**src/rtl/emu_trap_pkg.sv**
```systemverilog
package emu_trap_pkg;

  localparam int XLEN = 32;
  localparam int CAUSE_W = 3;

  // LSB-0 indices of machine state bits used by the block
  localparam int MSR_LE  = 0;
  localparam int MSR_RI  = 1;
  localparam int MSR_IP  = 6;
  localparam int MSR_FE1 = 8;
  localparam int MSR_FE0 = 11;
  localparam int MSR_ME  = 12;
  localparam int MSR_PR  = 14;
  localparam int MSR_ILE = 16;

  // Cause bit positions
  localparam int CAUSE_EMU    = 0;
  localparam int CAUSE_PROG   = 1;
  localparam int CAUSE_ASSIST = 2;

  typedef struct packed {
    logic take;
    logic emu;
    logic prog;
    logic assist;
  } trapCtl_t;

endpackage

```
**src/rtl/emu_trap_ctrl.sv**
```systemverilog
module emu_trap_ctrl
  import emu_trap_pkg::*;
(
  input  logic               instValid,
  input  logic               illegalOp,
  input  logic               unimplOpt,
  input  logic               fpInstr,
  input  logic               sprMove,
  input  logic               sprImpl,
  input  logic               sprOffCore,
  input  logic               sprLsb,
  input  logic               fpscrMove,
  input  logic               msrMove,
  input  logic               rfiOp,
  input  logic               fpArith,
  input  logic               fpscrFex,
  input  logic [XLEN-1:0]    msrIn,
  output trapCtl_t           ctl,
  output logic [CAUSE_W-1:0] cause
);

  logic fpEnabled;
  logic sprTrap;
  logic emuReq;
  logic progReq;
  logic assistReq;

  always_comb begin
    fpEnabled = (msrIn[MSR_FE0] | msrIn[MSR_FE1]) & fpscrFex;
    // on-core: always; off-core: only when low number bit or privilege is clear
    sprTrap   = sprMove & ~sprImpl & (~sprOffCore | ~sprLsb | ~msrIn[MSR_PR]);
    emuReq    = instValid & (illegalOp | unimplOpt | fpInstr | sprTrap);
    progReq   = instValid & (fpscrMove | msrMove | rfiOp) & fpEnabled;
    assistReq = instValid & fpArith & fpEnabled;
  end

  always_comb begin
    ctl = '0;
    if (emuReq) begin
      ctl.emu = 1'b1;
    end else if (progReq) begin
      ctl.prog = 1'b1;
    end else if (assistReq) begin
      ctl.assist = 1'b1;
    end
    ctl.take = ctl.emu | ctl.prog | ctl.assist;
  end

  always_comb begin
    cause               = '0;
    cause[CAUSE_EMU]    = ctl.emu;
    cause[CAUSE_PROG]   = ctl.prog;
    cause[CAUSE_ASSIST] = ctl.assist;
  end

endmodule

```
**src/rtl/emu_trap_dp.sv**
```systemverilog
module emu_trap_dp
  import emu_trap_pkg::*;
#(
  parameter int ADDR_W = 32
) (
  input  logic              clk,
  input  logic              rst,
  input  trapCtl_t          ctl,
  input  logic [XLEN-1:0]   msrIn,
  input  logic [ADDR_W-1:0] effAddr,
  output logic [ADDR_W-1:0] srr0Q,
  output logic [XLEN-1:0]   srr1Q,
  output logic [XLEN-1:0]   msrQ
);

  localparam int COPY_W = XLEN / 2;

  logic [XLEN-1:0] srr1Next;
  logic [XLEN-1:0] msrNext;

  // Save/restore 1: upper half cleared, lower half copied from machine state
  always_comb begin
    srr1Next = '0;
    srr1Next[COPY_W-1:0] = msrIn[COPY_W-1:0];
  end

  // New machine state: per-bit selection, built bit by bit
  for (genvar b = 0; b < XLEN; b++) begin : g_msr
    if (b == MSR_IP || b == MSR_ME) begin : g_keep
      assign msrNext[b] = msrIn[b];
    end else if (b == MSR_LE) begin : g_le
      assign msrNext[b] = msrIn[MSR_ILE];
    end else begin : g_clr
      assign msrNext[b] = 1'b0;
    end
  end

  always_ff @(posedge clk) begin
    if (rst) begin
      srr0Q <= '0;
      srr1Q <= '0;
      msrQ  <= '0;
    end else if (ctl.take) begin
      srr0Q <= effAddr;
      srr1Q <= srr1Next;
      msrQ  <= msrNext;
    end
  end

endmodule

```
**src/rtl/emu_trap_entry.sv**
```systemverilog
module emu_trap_entry
  import emu_trap_pkg::*;
#(
  parameter int SPR_W  = 10,
  parameter int ADDR_W = 32
) (
  input  logic               clk,
  input  logic               rst,
  input  logic               instValid,
  input  logic               illegalOp,
  input  logic               unimplOpt,
  input  logic               fpInstr,
  input  logic               sprMove,
  input  logic               sprImpl,
  input  logic               sprOffCore,
  input  logic [SPR_W-1:0]   sprNum,
  input  logic               fpscrMove,
  input  logic               msrMove,
  input  logic               rfiOp,
  input  logic               fpArith,
  input  logic               fpscrFex,
  input  logic [31:0]        msrIn,
  input  logic [ADDR_W-1:0]  effAddr,
  output logic               emuTrap,
  output logic               progTrap,
  output logic               assistTrap,
  output logic [2:0]         trapCause,
  output logic [ADDR_W-1:0]  srr0Q,
  output logic [31:0]        srr1Q,
  output logic [31:0]        msrQ
);

  trapCtl_t ctl;

  emu_trap_ctrl u_ctrl (
    .instValid (instValid),
    .illegalOp (illegalOp),
    .unimplOpt (unimplOpt),
    .fpInstr   (fpInstr),
    .sprMove   (sprMove),
    .sprImpl   (sprImpl),
    .sprOffCore(sprOffCore),
    .sprLsb    (sprNum[0]),
    .fpscrMove (fpscrMove),
    .msrMove   (msrMove),
    .rfiOp     (rfiOp),
    .fpArith   (fpArith),
    .fpscrFex  (fpscrFex),
    .msrIn     (msrIn),
    .ctl       (ctl),
    .cause     (trapCause)
  );

  emu_trap_dp #(.ADDR_W(ADDR_W)) u_dp (
    .clk    (clk),
    .rst    (rst),
    .ctl    (ctl),
    .msrIn  (msrIn),
    .effAddr(effAddr),
    .srr0Q  (srr0Q),
    .srr1Q  (srr1Q),
    .msrQ   (msrQ)
  );

  assign emuTrap    = ctl.emu;
  assign progTrap   = ctl.prog;
  assign assistTrap = ctl.assist;

endmodule

```
**config.mk**
```make
export PLATFORM = sky130hd
export DESIGN_NAME = emu_trap_entry
export DESIGN_NICKNAME = d
export VERILOG_FILES = /design/src/rtl/emu_trap_pkg.sv /design/src/rtl/emu_trap_ctrl.sv /design/src/rtl/emu_trap_dp.sv /design/src/rtl/emu_trap_entry.sv
export SDC_FILE = /design/constraint.sdc
export NUM_CORES = 1
export LEC_CHECK = 0
export BUFFER_PORTS_ARGS = -buffer_cell sky130_fd_sc_hd__buf_2
export CORE_MARGIN = 2
export CORE_UTILIZATION = 41
export DETAILED_ROUTE_END_ITERATION = 10
export GPL_TIMING_DRIVEN = 0
export HOLD_SLACK_MARGIN = 0.15
export PLACE_DENSITY = 0.81
export SLEW_MARGIN = 20
export SYNTH_ARGS = -nofsm -noshare
export SYNTH_HDL_FRONTEND = slang
export SYNTH_SLANG_ARGS = --single-unit
```
**constraint.sdc**
```tcl
create_clock -name clk -period 1.6 [get_ports clk]
set_input_delay 0.16 -clock clk [delete_from_list [all_inputs] [get_ports clk]]
set_output_delay 0.16 -clock clk [all_outputs]
set_load 0.01 [all_outputs]
```
==> results by stage, run 1 <==
Placed design:
- The congestion estimate from routability-driven global placement came to 0.691.
- Once placement finished, the instance area stood at 0.00348 mm^2.
- The final HPWL from detailed placement is 4.44 mm.
- The number of buffers added on ports is 119.

Global route:
- The via count of the first global-routing pass is 2452.
- Entering global routing, the biggest net connects 16 pins.
- The all-layer global routing usage is 0.185.
- The global-route congestion overflow total is 0.
- The first global-routing pass estimated 10.9 mm of wire.
- The initial antenna violation count is 0.

Logic synthesis:
- The post-synthesis area per instance is 9.49 um^2.
- The cell area after technology mapping is roughly 0.0026 mm^2.
- In the synthesized netlist the dominant register cell turns out to be sky130_fd_sc_hd__dfxtp_1.
- The sequential-to-total area share from yosys stat is 0.373.
- The number of different library cells used by synthesis comes to 20.
- The synthesized netlist cell count is 277.
- During synthesis, Yosys emitted a total of 0 warnings.
- The number of flops mapped to enable cells by yosys is 0.
- The fraction of synthesis flops using an asynchronous set or reset pin is 0.
- Counting flops and latches in the post-synthesis netlist gives 49.

Floorplanning:
- The vertical die dimension is 84.1 um.
- After floorplanning, the core was divided into 29 placement rows.
- The core footprint is ~0.0063 mm^2.
- The initial core utilization is 0.419.
- From left edge to right edge, the die measures roughly 84 um.
- The area of the die is 0.00707 mm^2.
- In this run the count of I/O pins placed on the die edge is 190.

Drt:
- The number of nets with antenna violations after routing is 0.
- For this run, design rule violations remaining after detail routing come to 0.
- After the first detailed-routing iteration, the DRC count stood at 36.
- The wire length per cell is ~12 um.
- The total via count after detailed routing is 2453.
- The number of iterations in the first detailed-routing pass is 4.
- For this block, the routed nets add up to roughly 6.9 mm of wire.
- The average via count per standard cell is 4.27.

STA:
- The maximum clock frequency is approximately 640 MHz.
- The number of hold-slack violations in the final timing report is 0.
- The final-report max-slew violation count is 0.
- For the final database, setup skew stands at 0 ns.
- The final number of setup-violating endpoints is 0.
- Setup repair after global routing left no endpoint under its margin.
- In the finished design, the share of the clock period the worst path needs comes to 0.976.
- The aggregate negative setup slack is 0 ns.
- Subtracting the final worst setup slack from the clock period gives 1.56 ns.

Clocking:
- The clock latency of the later-clocked register in the worst-skew pair is around 0.29 ns.
- The clock net sink count is 49.
- TritonCTS built the clock tree.
- In this run the deepest clock path goes through 2 buffers.
- The clock root buffer master is sky130_fd_sc_hd__clkbuf_8.
- The number of clock buffers added by TritonCTS is 5.
- The maximum level of the CTS H-tree is 2.
- The clock input transition at the sequential cells of the worst setup and hold paths is approximately 0.090 ns.

Pwr:
- In this run the power spent charging and discharging nets is 824 uW.
- The switching fraction of total power is 0.257.
- The share of total power dissipated in combinational logic is 0.248.
- Summed over all cells, the static leakage comes to 2.21 nW.
- Power spread over the standard cell area amounts to slightly below 800 mW/mm^2.
- The internal portion of total power is 2.38 mW.
- Across the VDD grid, the largest voltage drop is 0.000529 V.
- The clock share of power is 0.323.
- The share of total power dissipated in sequential elements is 0.429.

Finish:
- The library cell used most frequently in the layout, excluding fill and tap cells, is sky130_fd_sc_hd__buf_2.
- Compared with the post-synthesis result, the final layout area differs by 57.9%.
- For this run, the post-layout net count is 584.
- The fraction of layout cells with a size suffix above 1 is 0.380.
- The summed area of non-filler cells in the final layout is 0.00415 mm^2.
- In the layout the commonest cells are sky130_fd_sc_hd__buf_2 (122), sky130_fd_sc_hd__nand2b_1 (98), sky130_fd_sc_hd__buf_4 (51).
- The count of inserted antenna diode cells is 0.
- Fill cells in the final layout number 512.

Setup path:
- STA puts the critical path data required time at between 1 and 1.5 ns.
- Traced cell by cell, the critical path runs through dlygate4sd3_1, buf_2, o2111ai_4, nor2_2, buf_4, buf_2.
- The cell at the slowest stage of the critical path is sky130_fd_sc_hd__dlygate4sd3_1.
- STA classifies the critical path endpoint as a primary output.
- The worst setup path category is in -> out.
- The maximum net fanout on the critical path is 3.
- The startpoint type of the worst setup path is a primary input.
- In this design, the stage delay of the slowest critical-path cell is 0.54 ns.
- The most used cell along the critical path is sky130_fd_sc_hd__buf_2.
- The arrival time of data at the critical path endpoint is 1.40 ns.

Status:
- The run finished with clean final reports.

Min path:
- The worst hold path belongs to the class in -> reg.

Flow run:
- The tool flagged a number of max-cap violations equal to 0.
## registers in the layout, summed over array words and instances (netlist names)
| register | cells |
|---|---|
| u_dp.srr0Q | 32 |
| u_dp.srr1Q | 15 |
| u_dp.msrQ | 2 |
## kinds of logic after synthesis
| kind of cell | Yosys count | share of synthesized area |
|---|---|---|
| other | 1 | 0.00143 |
| and+or+nand+nor | 109 | 0.257 |
| muxes | 49 | 0.187 |
| AOI/OAI and AO/OA | 3 | 0.00905 |
| DFF | 49 | 0.373 |
| buffers and inverters | 66 | 0.173 |
## critical path: cells and delay by family
kind	cells	cell delay [ns]
buf+inv	4	0.94
simple gates	1	0.07
compound gates	1	0.23
## stage by stage
step	util	std cells	hold slack, ns	power [mW]	setup WS (ns)
after floorplan	-	321	0.315	1.84	0.189
after global placement	0.555	517	0.421	2.06	-0.0756
after detailed placement	0.555	517	0.426	2.08	-0.0672
after CTS	0.651	572	0.150	3.20	0.0259
after global routing	0.661	574	0.200	3.36	0.00479
final	0.661	574	0.217	3.20	0.0377
## Yosys cell counts, types with 2 or more instances
library cell	count	area share
sky130_fd_sc_hd__o2111ai_1	2	0.0067
sky130_fd_sc_hd__nand2_1	2	0.0029
sky130_fd_sc_hd__clkbuf_1	10	0.014
sky130_fd_sc_hd__nor2_1	2	0.0029
sky130_fd_sc_hd__mux2i_1	49	0.19
sky130_fd_sc_hd__nand2b_1	98	0.23
sky130_fd_sc_hd__buf_2	3	0.0057
sky130_fd_sc_hd__dfxtp_1	49	0.37
sky130_fd_sc_hd__buf_4	50	0.14
sky130_fd_sc_hd__buf_6	2	0.0086
## routing by layer
metal / GRT usage / vias up / part of all wire
met4: 0.0499 / 0 / 0.013
met2: 0.348 / 100 / 0.52
li1: - / 1224 / -
met5: 0 / - / 0
met3: 0.0425 / 9 / 0.070
met1: 0.208 / 1120 / 0.39
## power by group through the flow
stage                     combinational (mW)  clock [mW]  sequential (mW)
final                                  0.795        1.03             1.37
after global routing                   0.862        1.11             1.38
after CTS                              0.769        1.06             1.37
after detailed placement               0.681           0             1.40
after global placement                 0.669           0             1.39
after floorplan                        0.398           0             1.44
## path summary, 6_finish.rpt
check / from / endpoint / slack (ns) / cells past startpoint
setup / recovery: msrIn[8] / trapCause[2] / 0.04 / 6
hold / removal: msrIn[11] / u_dp.srr1Q[11] / 0.22 / 3
setup reg to reg: u_dp.srr1Q[2] / u_dp.srr1Q[2] / 0.94 / 2
hold reg to reg: u_dp.srr0Q[30] / u_dp.srr0Q[30] / 0.48 / 2
## what timing repair did
| item | 4_1_cts | 5_1_grt |
|---|---|---|
| resized for setup | 0 | 7 |
| buffers inserted | 0 | 1 |
| hold buffers | 47 | 1 |
| endpoints found under the hold margin | 47 | 1 |
| endpoints found under the setup margin | 0 | 4 |
## layout make-up
| cell class | count | area [um^2] | share of cell area |
|---|---|---|---|
| plain buffers | 65 | 450 | 0.109 |
| clock buffers | 5 | 68.8 | 0.0166 |
| clock inverters | 3 | 65.1 | 0.0157 |
| inverters | 1 | 3.75 | 0.000905 |
| multi-input cells | 206 | 1400 | 0.337 |
| flip-flops and latches | 49 | 981 | 0.236 |
| well taps | 77 | 96.3 | 0.0232 |
| repair buffers | 168 | 1080 | 0.261 |
No activity file was read; power rests on OpenSTA's default activity.
==> inputs of run 2 (changes only) <==
--- a/config.mk
+++ b/config.mk
@@ -6,13 +6,16 @@
 export NUM_CORES = 1
 export LEC_CHECK = 0
 export BUFFER_PORTS_ARGS = -buffer_cell sky130_fd_sc_hd__buf_2
+export CELL_PAD_IN_SITES_DETAIL_PLACEMENT = 1
+export CELL_PAD_IN_SITES_GLOBAL_PLACEMENT = 1
 export CORE_MARGIN = 2
-export CORE_UTILIZATION = 41
+export CORE_UTILIZATION = 28
 export DETAILED_ROUTE_END_ITERATION = 10
 export GPL_TIMING_DRIVEN = 0
 export HOLD_SLACK_MARGIN = 0.15
-export PLACE_DENSITY = 0.81
+export PLACE_DENSITY_LB_ADDON = 0.1
 export SLEW_MARGIN = 20
 export SYNTH_ARGS = -nofsm -noshare
 export SYNTH_HDL_FRONTEND = slang
 export SYNTH_SLANG_ARGS = --single-unit
+export TNS_END_PERCENT = 100
==> run 2 against run 1 <==
First-iteration DRC count is 36% lower. Die area grew 44%. Core utilization is 21 points lower. Critical path depth increased by 1. Register-to-register slack barely moved. Sequential cell count did not move. Global-route usage is 4.9 points lower. Fmax is 2.4% higher. Critical path type unchanged. Critical endpoint is now trapCause[1].
==> results by stage, run 2 (synthesis gave the netlist of run 1 again) <==
Finish:
- The final-layout fill cell count is 1119 (+120%).
- The final non-filler cell total is 608 (+5.9%).
- Compared with the post-synthesis result, the final layout area differs by 58.8%.
- The count of inserted antenna diode cells is 0 (unchanged).
- The number of flip-flops under the largest register name is 32 (unchanged).
- The end-of-flow core utilization is 0.456 (-0.205).
- The largest registers in the layout are u_dp.srr0Q: 32 flops, u_dp.srr1Q: 15 flops, u_dp.msrQ: 2 flops.
- Counting flops per register, the top entry is u_dp.srr0Q.
- The top cell types in the final layout, fill and taps aside, are sky130_fd_sc_hd__buf_2 (122), sky130_fd_sc_hd__nand2b_1 (98), sky130_fd_sc_hd__buf_4 (50).
- The multi-input combinational cell area is 0.00138 mm^2 (-1.5%).
- The total area of sequential cells came to 981 um^2 (unchanged).
- The leading cell type in the layout, fill and taps excluded is sky130_fd_sc_hd__buf_2.
- The final net count is 584 (unchanged).
- The fraction of layout cells with a size suffix above 1 is 0.372 (-0.00805).

Placed design:
- The pre-CTS setup slack came to -0.106 ns (-0.0385 ns).
- The number of buffers added on ports is 119 (unchanged).
- The instance count after placement with tap cells included is 551 (+6.6%).
- The final HPWL from detailed placement is 5.20 mm (+17%).
- The final RePlAce weighted congestion is 0.687 (-0.58%).

STA:
- The number of hold-slack violations in the final timing report was 0 (unchanged).
- The final number of setup-violating endpoints is 0 (unchanged).
- The clock period minus final worst setup slack was 1.53 ns (-0.0363 ns).
- The final-report max-slew violation count is 0 (unchanged).
- The final worst-path setup slack is 0.0740 ns (+0.0363 ns).
- The aggregate negative setup slack is 0 ns (unchanged).
- The final worst clock skew came to 0 ns (unchanged).
- The final critical-path share of the clock period is 0.954 (-0.0227).
- The maximum clock frequency is 655 MHz (+2.4%).
- Setup repair after global routing left no endpoint under its margin.

Clocking:
- The clock input transition at the sequential cells of the worst setup and hold paths is 0.09 ns (about the same).
- The total clock buffers created by CTS came to 5 (unchanged).
- The number of setup buffers added after CTS is 0 (unchanged).
- TritonCTS built the clock tree.
- The maximum buffer depth of the clock tree is 2 (unchanged).
- The clock net sink count is 49 (unchanged).
- The maximum level of the CTS H-tree is 2 (unchanged).
- The clock latency of the later-clocked register in the worst-skew pair was 0.30 ns (about the same).
- The clock root buffer master is sky130_fd_sc_hd__clkbuf_8.

Floorplanning:
- The core footprint is 0.00915 mm^2 (+46%).
- The vertical die dimension is 101 um (+20%).
- The area of the die is 0.0102 mm^2 (+44%).
- The initial core utilization is 0.287 (-0.131).
- The width of the die is 101 um (+20%).
- The number of core rows is 35 (+21%).
- The count of pins on the block boundary is 190 (unchanged).

Global route:
- The global-route wire length before repair was 11.1 mm (+2.0%).
- The largest net degree at the start of global routing is 16 (unchanged).
- The all-layer global routing usage is 0.137 (-0.0487).
- The global-route congestion overflow total was 0 (unchanged).
- The initial antenna violation count is 0 (unchanged).
- The via count of the first global-routing pass is 2342 (-4.5%).

Setup path:
- The worst stage delay on the critical path is 0.42 ns (-0.12 ns).
- The maximum net fanout on the critical path is 2 (-1).
- The endpoint required time on the critical path is 1.44 ns (about the same).
- The startpoint type of the worst setup path is a primary input.
- The worst setup path category is in -> out.
- The most numerous cell type found on the critical path is sky130_fd_sc_hd__buf_2.
- The arrival time of data at the critical path endpoint is 1.37 ns (-0.03 ns).
- The signal on the critical path passes through buf_2, or3_1, a31oi_4, o2111ai_2, nor2_1, buf_4, buf_2.
- The worst setup path is captured at a primary output.
- For this design, the slowest cell found on the critical path is sky130_fd_sc_hd__or3_1.

Pwr:
- The total design power came to 3.22 mW (+0.76%).
- The cell leakage power was 2.20 nW (-0.10%).
- The cell area power density is 772 mW/mm^2 (+0.18%).
- The largest voltage drop on the vdd net was 0.000474 V (-10%).

Drt:
- The total via count after detailed routing is 2423 (-1.2%).
- The violation count after the first detailed-route iteration was 23 (-36%).
- The wire length per cell is 12.0 um (-0.56%).
- The final wirelength came to 7.30 mm (+5.3%).
- The number of nets with antenna violations after routing was 0 (unchanged).
- The DRC violation count after routing is 0 (unchanged).
- The average via count per standard cell is 3.99 (-6.7%).
- The number of iterations in the first detailed-routing pass is 4 (unchanged).

Status:
- The flow ran to the end, and the final reports show no timing, DRC or antenna violations.

Flow run:
- The number of max-cap violations came to 0 (unchanged).

Min path:
- The worst hold path class is in -> reg.
==> run 2: area by class of cell <==
type / instances / area share
Multi-Input combinational cell: 206 / 0.330
Timing Repair Buffer: 168 / 0.260
Sequential cell: 49 / 0.235
Buffer: 65 / 0.108
Tap cell: 111 / 0.0333
Clock buffer: 5 / 0.0165
Clock inverter: 3 / 0.0156
Inverter: 1 / 0.000900
==> run 2: path summary, 6_finish.rpt <==
path | start | endpoint | slack, ns | depth (start not counted)
setup / recovery | fpInstr | trapCause[1] | 0.07 | 7
hold reg to reg | u_dp.srr0Q[10] | u_dp.srr0Q[10] | 0.48 | 2
setup reg to reg | u_dp.srr1Q[12] | u_dp.srr1Q[12] | 0.95 | 2
hold / removal | rst | u_dp.srr1Q[1] | 0.38 | 3
==> run 2: power by group <==
group	internal, mW	switching, mW	leakage (nW)	total, mW
clock network	0.622	0.441	0.0681	1.06
registers	1.32	0.0510	0.406	1.37
logic	0.435	0.356	1.73	0.791
total	2.38	0.848	2.20	3.22
==> run 2: worst max-delay path, delay by kind of cell <==
family                 cells  cell delay, ns
and+or+nand+nor            2            0.56
buffers and inverters      3            0.32
AOI/OAI and AO/OA          2            0.31
==> run 2: timing repair <==
item | 4_1_cts | 5_1_grt
endpoints found under the setup margin | 0 | 4
hold buffers | 49 | 0
endpoints found under the hold margin | 49 | 0
resized for setup | 0 | 3
==> run 2: stage by stage <==
stage | cell area, um^2 | hold slack (ns)
after global placement | 3530 | 0.424
after global routing | 4170 | 0.413
after CTS | 4150 | 0.377
after detailed placement | 3530 | 0.431
final | 4170 | 0.375
after floorplan | 2790 | 0.315
==> run 2: routing by layer <==
| layer | share of wire | GRT usage | vias up |
|---|---|---|---|
| met2 | 0.51 | 0.252 | 91 |
| met5 | 0 | 0 | - |
| met1 | 0.42 | 0.160 | 1092 |
| li1 | - | - | 1231 |
| met4 | 0.013 | 0.0327 | 0 |
| met3 | 0.056 | 0.0298 | 9 |
